$ cat src/rtl/idu_pkg.sv
package idu_pkg;

  typedef enum logic [2:0] {
    OP_NOP    = 3'd0,
    OP_DEST   = 3'd1,
    OP_MODE   = 3'd2,
    OP_MASK   = 3'd3,
    OP_ENABLE = 3'd4
  } idu_op_e;

  localparam logic [1:0] DISTR_RR = 2'b00;

  // First set bit of dest strictly after position last, circular over n
  // cores. Returns n when dest has no set bit below n.
  function automatic int next_core(input logic [31:0] dest, input int last,
                                   input int n);
    int res;
    int idx;
    logic found;
    res   = n;
    found = 1'b0;
    for (int i = 1; i <= 32; i++) begin
      if (i <= n && !found) begin
        idx = last + i;
        if (idx >= n) idx = idx - n;
        if (dest[idx]) begin
          res   = idx;
          found = 1'b1;
        end
      end
    end
    return res;
  endfunction

endpackage

$ cat src/rtl/idu_cfg_regs.sv
module idu_cfg_regs
  import idu_pkg::*;
#(
  parameter int NUM_SRC   = 4,
  parameter int NUM_CORES = 4,
  parameter int IDXW      = 2
) (
  input  logic                                 clk,
  input  logic                                 rst_n,
  input  logic                                 cmd_valid,
  input  logic [2:0]                           cmd_op,
  input  logic [IDXW-1:0]                      cmd_idx,
  input  logic [31:0]                          cmd_data,
  output logic                                 en_q,
  output logic [NUM_SRC-1:0]                   mask_q,
  output logic [NUM_SRC-1:0]                   rr_q,
  output logic [NUM_SRC-1:0][NUM_CORES-1:0]    dest_q
);

  logic unused_bits;
  assign unused_bits = ^cmd_data[31:NUM_CORES];

  always_ff @(posedge clk or negedge rst_n) begin
    if (!rst_n) begin
      en_q   <= 1'b0;
      mask_q <= '1;
      rr_q   <= '0;
      dest_q <= '0;
    end else if (cmd_valid && int'(cmd_idx) < NUM_SRC) begin
      case (idu_op_e'(cmd_op))
        OP_DEST:   dest_q[cmd_idx] <= cmd_data[NUM_CORES-1:0];
        OP_MODE:   rr_q[cmd_idx]   <= (cmd_data[1:0] == DISTR_RR);
        OP_MASK:   mask_q[cmd_idx] <= cmd_data[0];
        OP_ENABLE: en_q            <= 1'b1;
        default:   ;
      endcase
    end
  end

  // once on, the enable never drops outside reset
  a_r2_enable_sticky: assert property (@(posedge clk) disable iff (!rst_n)
    en_q |=> en_q);

endmodule

$ cat src/rtl/idu_src_route.sv
module idu_src_route
  import idu_pkg::*;
#(
  parameter int NUM_CORES = 4
) (
  input  logic                 clk,
  input  logic                 rst_n,
  input  logic                 req,
  input  logic                 rr_mode,
  input  logic [NUM_CORES-1:0] dest,
  output logic [NUM_CORES-1:0] grant
);

  localparam int CW = (NUM_CORES > 1) ? $clog2(NUM_CORES) : 1;

  logic          held_q;
  logic [CW-1:0] cur_q;
  logic [CW-1:0] last_q;
  int            pick_idx;
  logic          pick_ok;
  logic          new_assert;

  always_comb begin
    if (rr_mode) pick_idx = next_core(32'(dest), int'(last_q), NUM_CORES);
    else         pick_idx = next_core(32'(dest), NUM_CORES - 1, NUM_CORES);
    pick_ok = (pick_idx < NUM_CORES);
  end

  assign new_assert = req && !held_q && pick_ok;

  always_comb begin
    for (int c = 0; c < NUM_CORES; c++) begin
      grant[c] = req && (held_q ? (int'(cur_q) == c)
                                : (pick_ok && pick_idx == c));
    end
  end

  always_ff @(posedge clk or negedge rst_n) begin
    if (!rst_n) begin
      held_q <= 1'b0;
      cur_q  <= '0;
      last_q <= CW'(NUM_CORES - 1);
    end else if (!req) begin
      held_q <= 1'b0;
    end else if (new_assert) begin
      held_q <= 1'b1;
      cur_q  <= CW'(pick_idx);
      if (rr_mode) last_q <= CW'(pick_idx);
    end
  end

  // never more than one core per source
  a_r10_single_core: assert property (@(posedge clk) disable iff (!rst_n)
    $onehot0(grant));

  // the chosen core holds while the request stays high
  a_r7_hold_choice: assert property (@(posedge clk) disable iff (!rst_n)
    (req && $past(req) && $past(grant) != '0) |-> grant == $past(grant));

endmodule

$ cat src/rtl/irq_dist_unit.sv
module irq_dist_unit
  import idu_pkg::*;
#(
  parameter int NUM_SRC   = 4,
  parameter int NUM_CORES = 4,
  localparam int IDXW     = (NUM_SRC > 1) ? $clog2(NUM_SRC) : 1
) (
  input  logic                           clk,
  input  logic                           rst_n,
  input  logic                           cmd_valid,
  input  logic [2:0]                     cmd_op,
  input  logic [IDXW-1:0]                cmd_idx,
  input  logic [31:0]                    cmd_data,
  input  logic [NUM_SRC-1:0]             src_irq,
  output logic [NUM_CORES*NUM_SRC-1:0]   core_irq
);

  logic                              en_q;
  logic [NUM_SRC-1:0]                mask_q;
  logic [NUM_SRC-1:0]                rr_q;
  logic [NUM_SRC-1:0][NUM_CORES-1:0] dest_q;
  logic [NUM_SRC-1:0]                req;
  logic [NUM_SRC-1:0][NUM_CORES-1:0] grant;

  idu_cfg_regs #(
    .NUM_SRC(NUM_SRC), .NUM_CORES(NUM_CORES), .IDXW(IDXW)
  ) i_cfg (
    .clk(clk), .rst_n(rst_n), .cmd_valid(cmd_valid), .cmd_op(cmd_op),
    .cmd_idx(cmd_idx), .cmd_data(cmd_data), .en_q(en_q), .mask_q(mask_q),
    .rr_q(rr_q), .dest_q(dest_q)
  );

  for (genvar k = 0; k < NUM_SRC; k++) begin : g_src
    assign req[k] = src_irq[k] && !mask_q[k] && en_q;

    idu_src_route #(.NUM_CORES(NUM_CORES)) i_route (
      .clk(clk), .rst_n(rst_n), .req(req[k]), .rr_mode(rr_q[k]),
      .dest(dest_q[k]), .grant(grant[k])
    );

    for (genvar c = 0; c < NUM_CORES; c++) begin : g_core
      assign core_irq[c*NUM_SRC + k] = grant[k][c];
    end

    // a masked source reaches no core
    a_r4_masked_silent: assert property (@(posedge clk) disable iff (!rst_n)
      mask_q[k] |-> grant[k] == '0);
  end

  // nothing is routed while the enable is off
  a_r2_no_route_disabled: assert property (@(posedge clk) disable iff (!rst_n)
    !en_q |-> core_irq == '0);

endmodule

$ cat config.mk
export PLATFORM = sky130hd
export DESIGN_NAME = irq_dist_unit
export DESIGN_NICKNAME = d
export VERILOG_FILES = /design/src/rtl/idu_pkg.sv /design/src/rtl/idu_cfg_regs.sv /design/src/rtl/idu_src_route.sv /design/src/rtl/irq_dist_unit.sv
export SDC_FILE = /design/constraint.sdc
export NUM_CORES = 1
export LEC_CHECK = 0
export BUFFER_PORTS_ARGS = -buffer_cell sky130_fd_sc_hd__buf_2
export CAP_MARGIN = 0
export CORE_ASPECT_RATIO = 0.8
export CORE_MARGIN = 4
export CORE_UTILIZATION = 30
export CTS_BUF_LIST = sky130_fd_sc_hd__clkbuf_16
export DETAILED_ROUTE_END_ITERATION = 12
export PLACE_DENSITY = 0.57
export SETUP_SLACK_MARGIN = 0.5
export SLEW_MARGIN = 15
export SYNTH_ARGS = -nofsm -noshare
export SYNTH_HDL_FRONTEND = slang
export SYNTH_HIERARCHICAL = 1
export SYNTH_SLANG_ARGS = --single-unit
$ cat constraint.sdc
create_clock -name clk -period 3.88 [get_ports clk]
set_input_delay 1.164 -clock clk [delete_from_list [all_inputs] [get_ports clk]]
set_output_delay 1.164 -clock clk [all_outputs]
set_load 0.05 [all_outputs]
Yosys cells after proc, flatten, opt, wreduce, memory -nomap -nowiden
Cells that the tools add are included.

storage, ports and cells
  bits in registers = 45
  output and inout port bits = 16
  word-level logic and storage cells = 538
  input port bits = 44

operators by class
  $add $sub $neg = 32
  reductions and logical operators = 78
  multiplexer cells = 323
  equal/unequal tests = 32
  order comparisons = 54

operator list
  operator                                                                count
  32-bit 2-to-1 mux                                                       132
  32-bit by 7-bit < comparator with 1-bit output, second input constant   32
  32-bit by 4-bit >= comparator with 1-bit output, second input constant  16
  32-bit by 4-bit subtractor with 32-bit output, second input constant    16
  32-bit by 3-bit == test with 1-bit output, second input constant        8
  1-bit binary-select mux with 5-bit select                               32
  1-bit 2-to-1 mux                                                        153
  32-bit by 2-bit == test with 1-bit output, second input constant        4
  32-bit zero test                                                        4
  32-bit by 4-bit < comparator with 1-bit output, second input constant   4
  1-bit logical AND                                                       49
  2-bit by 2-bit adder with 3-bit output, second input constant           8
  2-bit by 3-bit adder with 4-bit output, second input constant           4
  16-bit bitwise mux                                                      1
  2-bit == test, second input constant                                    8
  2-bit AND reduction                                                     8
  2-bit by 1-bit adder with 3-bit output, second input constant           4
  3-bit AND reduction                                                     4
  2-bit zero test                                                         5
  4-bit bitwise mux                                                       2
  4-bit demux with 2-bit select                                           1
  2-bit by 1-bit == test with 1-bit output, second input constant         4
  1-bit zero test                                                         8
  2-bit != test, second input constant                                    4
  7 further kinds                                                         8

Logic depth before layout (Yosys ltp)
Gate-level depths: netlist (run 1).

  word-level depth = 37
  depth in mapped cells = 9
  mapped depth without buffers = 8

Cells and area by module
Netlist (run 1), hierarchy kept.

modules (own cells, without submodules)
  module                                 area each (µm²)  instances  cells an instance
  idu_src_route at g_src[1].i_route ...  625.6            2          73
  idu_cfg_regs                           1068.5           1          74
  idu_src_route at g_src[0].i_route      649.4            1          73
  idu_src_route at g_src[3].i_route      645.6            1          75
  irq_dist_unit                          35.0             1          4

Least setup slack after synthesis (run 1)
No wires, ideal clock.

  path type = reg2out
  start = register g_src[0].i_route.last_q[0]
  end = output port core_irq[12]
  slack = -0.722 ns
  data required time = 2.716 ns
  data arrival time = 3.438 ns
  stages on the path, launching flop included = 10
  cells stage by stage = dfstp_2 -> buf_6 -> inv_1 -> ha_1 -> a21oi_1 -> nand2_1 -> o211a_1 -> or4_1 -> o311a_2 -> o32ai_1

on the way
  word-level cells in the longest chain between the ends = 19
  elaborated cells between the ends (all ways) = 56
  those cells by class = add/sub (8); order compare (5); eq/ne (1); mux (40); reduce/logical (2)

ends and longest elaborated chain
  item                                                                                                              line                                      source
  start, declared                                                                                                   idu_src_route.sv:18                       logic [CW-1:0] last_q;
  start signal, assigned                                                                                            idu_src_route.sv:42                       last_q <= CW'(NUM_CORES - 1);
  start signal, assigned                                                                                            idu_src_route.sv:48                       if (rr_mode) last_q <= CW'(pick_idx);
  2-bit by 1-bit adder with 3-bit output or 2-bit by 2-bit adder with 3-bit output (tied branches)                  idu_pkg.sv:24                             idx = last + i;
  32-bit by 4-bit subtractor with 32-bit output or 32-bit by 4-bit >= comparator with 1-bit output (tied branches)  idu_pkg.sv:25                             if (idx >= n) idx = idx - n;
  32-bit 2-to-1 mux                                                                                                 idu_pkg.sv:25
  32-bit 2-to-1 mux (on tied branches)                                                                              idu_src_route.sv:24, idu_pkg.sv:23
  1-bit binary-select mux with 5-bit select or 32-bit 2-to-1 mux (tied branches)                                    idu_pkg.sv:26, idu_src_route.sv:24
  1-bit 2-to-1 mux (not written as such) or 1-bit binary-select mux with 5-bit select (tied branches)               idu_pkg.sv:26                             if (dest[idx]) begin
  1-bit 2-to-1 mux (not written as such)                                                                            idu_pkg.sv:26
  32-bit 2-to-1 mux or 1-bit 2-to-1 mux (tied branches)                                                             idu_pkg.sv:26
  [... 3 more ...]                                                                                                  --
  32-bit 2-to-1 mux or 1-bit 2-to-1 mux (tied branches)                                                             idu_pkg.sv:23                             if (i <= n && !found) begin
  32-bit 2-to-1 mux or 1-bit 2-to-1 mux (tied branches)                                                             idu_pkg.sv:26, idu_src_route.sv:24
  32-bit 2-to-1 mux (*)                                                                                             idu_pkg.sv:23
  32-bit 2-to-1 mux (*)                                                                                             idu_src_route.sv:24                       if (rr_mode) pick_idx = next_core(32'(dest), int'(last_q), NUM_CORES);
  32-bit by 4-bit < comparator with 1-bit output or 32-bit by 3-bit == test with 1-bit output (tied branches)       idu_src_route.sv:26, idu_src_route.sv:34
  1-bit logical AND (*)                                                                                             idu_src_route.sv:34                       : (pick_ok && pick_idx == c));
  1-bit 2-to-1 mux (*)                                                                                              idu_src_route.sv:33                       grant[c] = req && (held_q ? (int'(cur_q) == c)
  1-bit logical AND (*)                                                                                             idu_src_route.sv:33
  end, declared                                                                                                     irq_dist_unit.sv:15                       output logic [NUM_CORES*NUM_SRC-1:0] core_irq

Mark *: on every way between the ends. The rest lies on a longest branch, timed or not. The select of a mux whose other input is x is not followed.

Worst setup path after layout (run 1)
  start = register g_src[3].i_route.last_q[0]
  end = output port core_irq[7]

on the way
  word-level cells in the longest chain between the ends = 19
  elaborated cells between the ends (all ways) = 56
  those cells by class = add/sub (8); order compare (5); eq/ne (1); mux (40); reduce/logical (2)

ends and longest elaborated chain
  item                                                                                                              line
  start, declared                                                                                                   idu_src_route.sv:18
  start signal, assigned                                                                                            idu_src_route.sv:42
  start signal, assigned                                                                                            idu_src_route.sv:48
  2-bit by 1-bit adder with 3-bit output or 2-bit by 2-bit adder with 3-bit output (tied branches)                  idu_pkg.sv:24
  32-bit by 4-bit subtractor with 32-bit output or 32-bit by 4-bit >= comparator with 1-bit output (tied branches)  idu_pkg.sv:25
  32-bit 2-to-1 mux                                                                                                 idu_pkg.sv:25
  32-bit 2-to-1 mux (on tied branches)                                                                              idu_src_route.sv:24, idu_pkg.sv:23
  1-bit binary-select mux with 5-bit select or 32-bit 2-to-1 mux (tied branches)                                    idu_pkg.sv:26, idu_src_route.sv:24
  1-bit 2-to-1 mux (not written as such) or 1-bit binary-select mux with 5-bit select (tied branches)               idu_pkg.sv:26
  1-bit 2-to-1 mux (not written as such)                                                                            idu_pkg.sv:26
  32-bit 2-to-1 mux or 1-bit 2-to-1 mux (tied branches)                                                             idu_pkg.sv:26
  [... 3 more ...]                                                                                                  --
  32-bit 2-to-1 mux or 1-bit 2-to-1 mux (tied branches)                                                             idu_pkg.sv:23
  32-bit 2-to-1 mux or 1-bit 2-to-1 mux (tied branches)                                                             idu_pkg.sv:26, idu_src_route.sv:24
  32-bit 2-to-1 mux (*)                                                                                             idu_pkg.sv:23
  32-bit 2-to-1 mux (*)                                                                                             idu_src_route.sv:24
  32-bit by 4-bit < comparator with 1-bit output or 32-bit by 2-bit == test with 1-bit output (tied branches)       idu_src_route.sv:26, idu_src_route.sv:34
  1-bit logical AND (*)                                                                                             idu_src_route.sv:34
  1-bit 2-to-1 mux (*)                                                                                              idu_src_route.sv:33
  1-bit logical AND (*)                                                                                             idu_src_route.sv:33

Marked as above.

==> results.cfg, run 1 <==
[routing]
detail_route.first_pass.iterations = 5
drt_wl_total_um = 9620
dr.first_iter.drc_count = 156
final_antenna_net_count = 0
vias = 3206
detail_route.wl_per_cell_um = 15.9
route.detailed.vias_per_inst = 5.29
drcViolationCount = 0

[setup_path]
cp_max_fo = 6
r2r-start = g_src[0].i_route/last_q[0]$_DFFE_PN1P_
critical_path.endpoint_type = output port
startpoint = g_src[3].i_route/last_q[0]$_DFFE_PN1P_
worstRegToRegCells = 11
timing.rr.end = g_src[0].i_route/cur_q[1]$_DFFE_PN0P_
critical_path_class = reg2out
reg2reg_slack_ps = 1360
cp.required_ps = 2720
critPathArrivalTime_ps = 2850
worstSetupStartpointType = flip-flop

[clocking]
cts_hold_repair.buffers = 0
number_of_buffers_inserted_during_clock_tree_synthesis = 5
clock-sinks = 45
insertion_delay_ps = 280
ctsHtreeMaxLevel = 2
path_clk_slew_ps = 70
tritoncts_clock_tree = done
ctsRootBufferMaster = clkbuf_16
cts.path.max_buffers = 2

[synthesis]
avgSynthCellArea_um2 = 9.81
mapped_area_um2 = 3650
synth-seq-cells = 45
yosys_warnings = 6
syn_nets = 436
fraction_of_synthesis_flops_using_an_asynchronous_set_or_reset_pin = 1.00
synth-seq-area-share = 0.313
synth-edff-count = 0
ys_types = 71
netlist_instances = 372
postSynth.topFlopCell = dfrtp_1

[sta]
clock-skew-final_ps = 3.82
post-route-worst-setup-slack_ps = -133
final-max-slew-violation-count = 0
final_worst_hold_slack_ps = 514
tightestPinTransition_ps = 594
maxClockFrequency_mhz = 249
timing_hold_violations_final = 0
rsz0062_at_grt = true
relSlewSlack = 0.600
finalWorstPathRequiredPeriod_ps = 4010
endpoints_failing_setup = 8
min_period_over_period = 1.03

[run_status]
status = finished with violations
failed_checks = negative setup slack

[power_and_ir_drop]
clk_network_pwr_share = 0.110
power.share.combinational = 0.692
power.density_nw_per_um2 = 825
leakage_nw = 2.17
seq_power_share = 0.198
vdd_ir_drop_max_mv = 0.316
p_int_mw = 2.45
power.net_switching_mw = 1.99
report.power.total_mw = 4.43
switching_fraction_of_total_power = 0.448

[die]
effective_utilization_at_floorplan = 0.312
std_cell_rows = 35
num_ports = 60
core_area_um2 = 11700
die_x_um = 131
full_die_area_um2 = 14000
die_h_um = 107

[grt]
grt_pass1_wl_um = 16100
grt_max_degree = 46
grt_remaining_overflow = 0
groute.usage.overall = 0.136
antenna_found_initial = 0
grt_pass1_vias = 3292

[place]
place.detailed.instances = 562
numPortBuffers = 31
postPlaceCellArea_um2 = 4490
dp.final_hpwl_um = 6610
gpl.final_weighted_congestion = 0.842

[min_path]
hold_path_class = reg2reg
min_delay_src = g_src[3].i_route/held_q$_DFFE_PN0P_
hold_end = g_src[3].i_route/held_q$_DFFE_PN0P_
whs_path_depth = 2

[final_layout]
multi_input_comb_area_um2 = 3080
fin_nets = 521
final_layout_size_suffix_gt1_frac = 0.524
count_of_placed_standard_cells_in_the_final_layout_fillers_left_out = 606
fillerInstances = 1093
fin_area_um2 = 5370
syn2layout_area_growth_pct = 47.2
sequential_cell_area_um2 = 1140
utilization = 0.460
antenna_cells = 0

[run]
cap_violations = 0
-- cell type report --
type / count / area share
Multi-Input combinational cell: 301 / 0.574
Clock inverter: 3 / 0.00792
Clock buffer: 5 / 0.0233
Sequential cell: 45 / 0.212
Inverter: 19 / 0.0154
Timing Repair Buffer: 85 / 0.133
Tap cell: 148 / 0.0345
-- placed cells by master, fill, tap and decap left out, types with 6 or more instances in the layout --
cell / Yosys / final
ha_1: 20 / 13
dfrtp_1: 33 / 33
o32ai_4: 0 / 8
buf_2: 0 / 14
mux2_2: 23 / 23
inv_1: 19 / 13
buf_6: 5 / 20
dfstp_2: 12 / 12
nor3_1: 11 / 10
mux2i_1: 14 / 9
o21ai_0: 13 / 11
nand2_1: 28 / 26
a21oi_1: 9 / 7
nor2_1: 31 / 30
nor2b_1: 6 / 6
buf_4: 0 / 47
mux2_4: 9 / 9
nand3_1: 12 / 11
ha_4: 0 / 6
o22ai_4: 0 / 6
-- kinds of logic (layout without fill, tap and decap cells) --
| family | Yosys count | in the layout | synth area share |
|---|---|---|---|
| compound gates | 101 | 101 | 0.219 |
| fa+ha+maj | 20 | 20 | 0.0686 |
| buf+inv | 26 | 112 | 0.0377 |
| flops | 45 | 45 | 0.313 |
| mux | 49 | 49 | 0.165 |
| simple gates | 131 | 131 | 0.197 |
-- cell usage after synthesis, types with 5 or more instances --
library cell	instances	area, µm²
or2_2	6	37.5
ha_1	20	250
o31ai_1	5	37.5
nor2b_1	6	37.5
mux2_2	23	259
dfrtp_1	33	826
o22ai_1	7	43.8
mux2_4	9	135
o21a_1	5	37.5
o32ai_1	8	70.1
nor3_1	11	55.1
inv_1	19	71.3
nor2_1	31	116
mux2i_1	14	140
nand2_1	28	105
o21ai_0	13	65.1
nand3_1	12	60.1
a21oi_1	9	45.0
buf_6	5	56.3
dfstp_2	12	315
-- per-stage QoR --
stage / setup TNS [ps] / setup slack [ps]
2_1_floorplan: 0 / 122
3_3_place_gp: 0 / 18.7
3_5_place_dp: -75.3 / -62.2
4_1_cts: -729 / -116
5_1_grt: -1880 / -211
6_report: -849 / -133
-- routing by layer --
metal,track usage,vias up,share of wire
met5,0,-,0
met4,0.0210,0,0.0051
met3,0.0197,4,0.020
met2,0.242,35,0.50
met1,0.181,1580,0.48
li1,-,1587,-
-- repair_timing --
item                                    CTS  global route
pin swaps                                29            21
buffers inserted                         31             5
endpoints found under the setup margin   16            16
gates resized for setup                  80            19
-- power groups by stage --
stage | logic [mW] | registers [mW] | clock network [mW]
floorplan | 1.85 | 0.823 | 0
global placement | 2.22 | 0.892 | 0
detailed placement | 2.26 | 0.901 | 0
CTS | 2.87 | 0.871 | 0.499
global route | 3.31 | 0.904 | 0.523
finish | 3.07 | 0.876 | 0.489
-- worst max-delay path by stage --
stage	end	slack, ps	cells past startpoint
final	core_irq[7]	-130	7
after global routing	core_irq[7]	-210	9
after CTS	core_irq[11]	-120	9
after detailed placement	core_irq[4]	-60	9
after global placement	core_irq[15]	20	9
after floorplan	core_irq[15]	120	7
-- worst max-delay path, stage by stage (launching register included) --
cell and delay [ps]:
dfstp_2 650, mux2_4 340, a221o_1 390, and2_4 190
a2bb2oi_2 130, o31a_1 400, a32o_2 320, buf_8 150
-- state kept, by name (all words and copies together), names as in the netlist --
register,cells
i_cfg/rr_q,4
g_src.i_route/cur_q,8
g_src.i_route/held_q,4
i_cfg/dest_q,16
g_src.i_route/last_q,8
i_cfg/mask_q,4
i_cfg/en_q,1
Note: power is estimated with default switching activity, not from simulation.
==> run 2: changes to the inputs <==
--- a/config.mk
+++ b/config.mk
@@ -12,7 +12,7 @@
 export CORE_UTILIZATION = 30
 export CTS_BUF_LIST = sky130_fd_sc_hd__clkbuf_16
 export DETAILED_ROUTE_END_ITERATION = 12
-export PLACE_DENSITY = 0.57
+export PLACE_DENSITY_LB_ADDON = 0.2
 export SETUP_SLACK_MARGIN = 0.5
 export SLEW_MARGIN = 15
 export SYNTH_ARGS = -nofsm -noshare
==> run 2 against run 1 <==
Against the previous run: the flow still finishes with violations (negative setup slack); cell count up 2.6%; clock power shrank 9.8%; setup slack got worse by 1.3 ps.
==> results.cfg, run 2 (synthesis results as in run 1) <==
[die]
num_ports = 60
die_x_um = 131
effective_utilization_at_floorplan = 0.312
core_area_um2 = 11700
std_cell_rows = 35
full_die_area_um2 = 14000
die_h_um = 107

[setup_path]
cp_max_fo = 5
worstSetupStartpointType = flip-flop
critPathArrivalTime_ps = 2850
cp.required_ps = 2720
critical_path.endpoint_type = output port
critical_path_class = reg2out

[routing]
dr.first_iter.drc_count = 149
route.detailed.vias_per_inst = 5.18
drcViolationCount = 0
detail_route.wl_per_cell_um = 15.6
vias = 3219
final_antenna_net_count = 0
detail_route.first_pass.iterations = 4
drt_wl_total_um = 9710

[final_layout]
layout.cells.most_common = buf_4
fillerInstances = 1054
syn2layout_area_growth_pct = 51.9
register_containing_the_most_flip_flops_in_the_final_layout = i_cfg/dest_q
most-common-layout-cells = buf_4, dfrtp_1, nor2_1
final_layout_size_suffix_gt1_frac = 0.538
fin_area_um2 = 5540
fin_nets = 537
biggestRegsByFlops = i_cfg/dest_q (16), g_src.i_route/cur_q (8), g_src.i_route/last_q (8)
count_of_placed_standard_cells_in_the_final_layout_fillers_left_out = 622
largest_register_ffs = 16
antenna_cells = 0

[sta]
post-route-worst-setup-slack_ps = -134
relSlewSlack = 0.611
endpoints_failing_setup = 8
clock-skew-final_ps = 8.17
maxClockFrequency_mhz = 249
final-max-slew-violation-count = 0
final_worst_hold_slack_ps = 519
tightestPinTransition_ps = 584
timing_hold_violations_final = 0
min_period_over_period = 1.03
rsz0062_at_grt = true
finalWorstPathRequiredPeriod_ps = 4010
setup-tns-final_ps = -797

[place]
numPortBuffers = 31
postPlaceCellArea_um2 = 4560
dp.final_hpwl_um = 6800
gpl.final_weighted_congestion = 0.847
place.detailed.instances = 569

[power_and_ir_drop]
power.density_nw_per_um2 = 830
vdd_ir_drop_max_mv = 0.438
leakage_nw = 2.24

[grt]
grt_pass1_vias = 3398
grt_pass1_wl_um = 16800
groute.usage.overall = 0.143
grt_max_degree = 46
antenna_found_initial = 0
grt_remaining_overflow = 0

[clocking]
tritoncts_clock_tree = done
ctsRootBufferMaster = clkbuf_16
ctsHtreeMaxLevel = 2
insertion_delay_ps = 290
path_clk_slew_ps = 70
cts.path.max_buffers = 2
number_of_buffers_inserted_during_clock_tree_synthesis = 5
clock-sinks = 45

[run_status]
failed_checks = negative setup slack
status = finished with violations

[min_path]
hold_path_class = reg2reg

[run]
cap_violations = 0
[run 2: layer usage]
metal / wire, µm / track usage / vias to the layer above / share of wire
met5: 0 / 0 / - / 0
met3: 199 / 0.0211 / 4 / 0.020
li1: - / - / 1618 / -
met2: 4670 / 0.245 / 36 / 0.48
met4: 28 / 0.0217 / 0 / 0.0029
met1: 4810 / 0.197 / 1561 / 0.50
[run 2: worst paths after layout]
kind,from,end,slack [ps],cells after the start
setup / recovery,g_src[3].i_route/last_q[0]$_DFFE_PN1P_,core_irq[15],-130,8
hold / removal,g_src[3].i_route/held_q$_DFFE_PN0P_,g_src[3].i_route/held_q$_DFFE_PN0P_,520,2
setup reg to reg,g_src[0].i_route/last_q[0]$_DFFE_PN1P_,g_src[0].i_route/cur_q[0]$_DFFE_PN0P_,1250,11
hold reg to reg,g_src[3].i_route/held_q$_DFFE_PN0P_,g_src[3].i_route/held_q$_DFFE_PN0P_,520,2
max in group asynchronous,rst_n,i_cfg/dest_q[12]$_DFFE_PN0P_,2610,1
min in group asynchronous,rst_n,g_src[1].i_route/cur_q[1]$_DFFE_PN0P_,880,1
[run 2: critical path, stage by stage, from the launching register on]
cell and delay, ps:
dfstp_2 590, buf_12 120, mux2_4 300, a221o_1 410, and2_4 170, a2bb2oi_2 130
o31a_1 400, o32ai_4 250, buf_6 190
[run 2: layout make-up]
cell class                      count  area (µm²)  share of cell area
Inverter                           19        82.6              0.0149
Timing Repair Buffer              101         856               0.154
Sequential cell                    45        1140               0.206
Clock inverter                      3        26.3             0.00474
Tap cell                          148         185              0.0334
Multi-Input combinational cell    301        3130               0.564
Clock buffer                        5         125              0.0226
[run 2: stage by stage]
| step | util | worst slack, ps | power [mW] |
|---|---|---|---|
| after floorplan | - | 122 | 2.68 |
| after global placement | 0.390 | 35.0 | 3.18 |
| after detailed placement | 0.390 | 6.12 | 3.22 |
| after CTS | 0.463 | -117 | 4.47 |
| after global routing | 0.474 | -234 | 4.94 |
| final | 0.474 | -134 | 4.60 |
[run 2: power by group]
part,leakage [nW],internal (mW),switching [mW]
clock network,0.0752,0.246,0.195
registers,0.541,0.650,0.228
logic,1.62,1.66,1.63
[run 2: what timing repair did]
action,in CTS,in global routing
gates resized for setup,88,12
endpoints found under the setup margin,16,16
pin swaps,34,13
buffers inserted,39,6
hold buffers,0,0
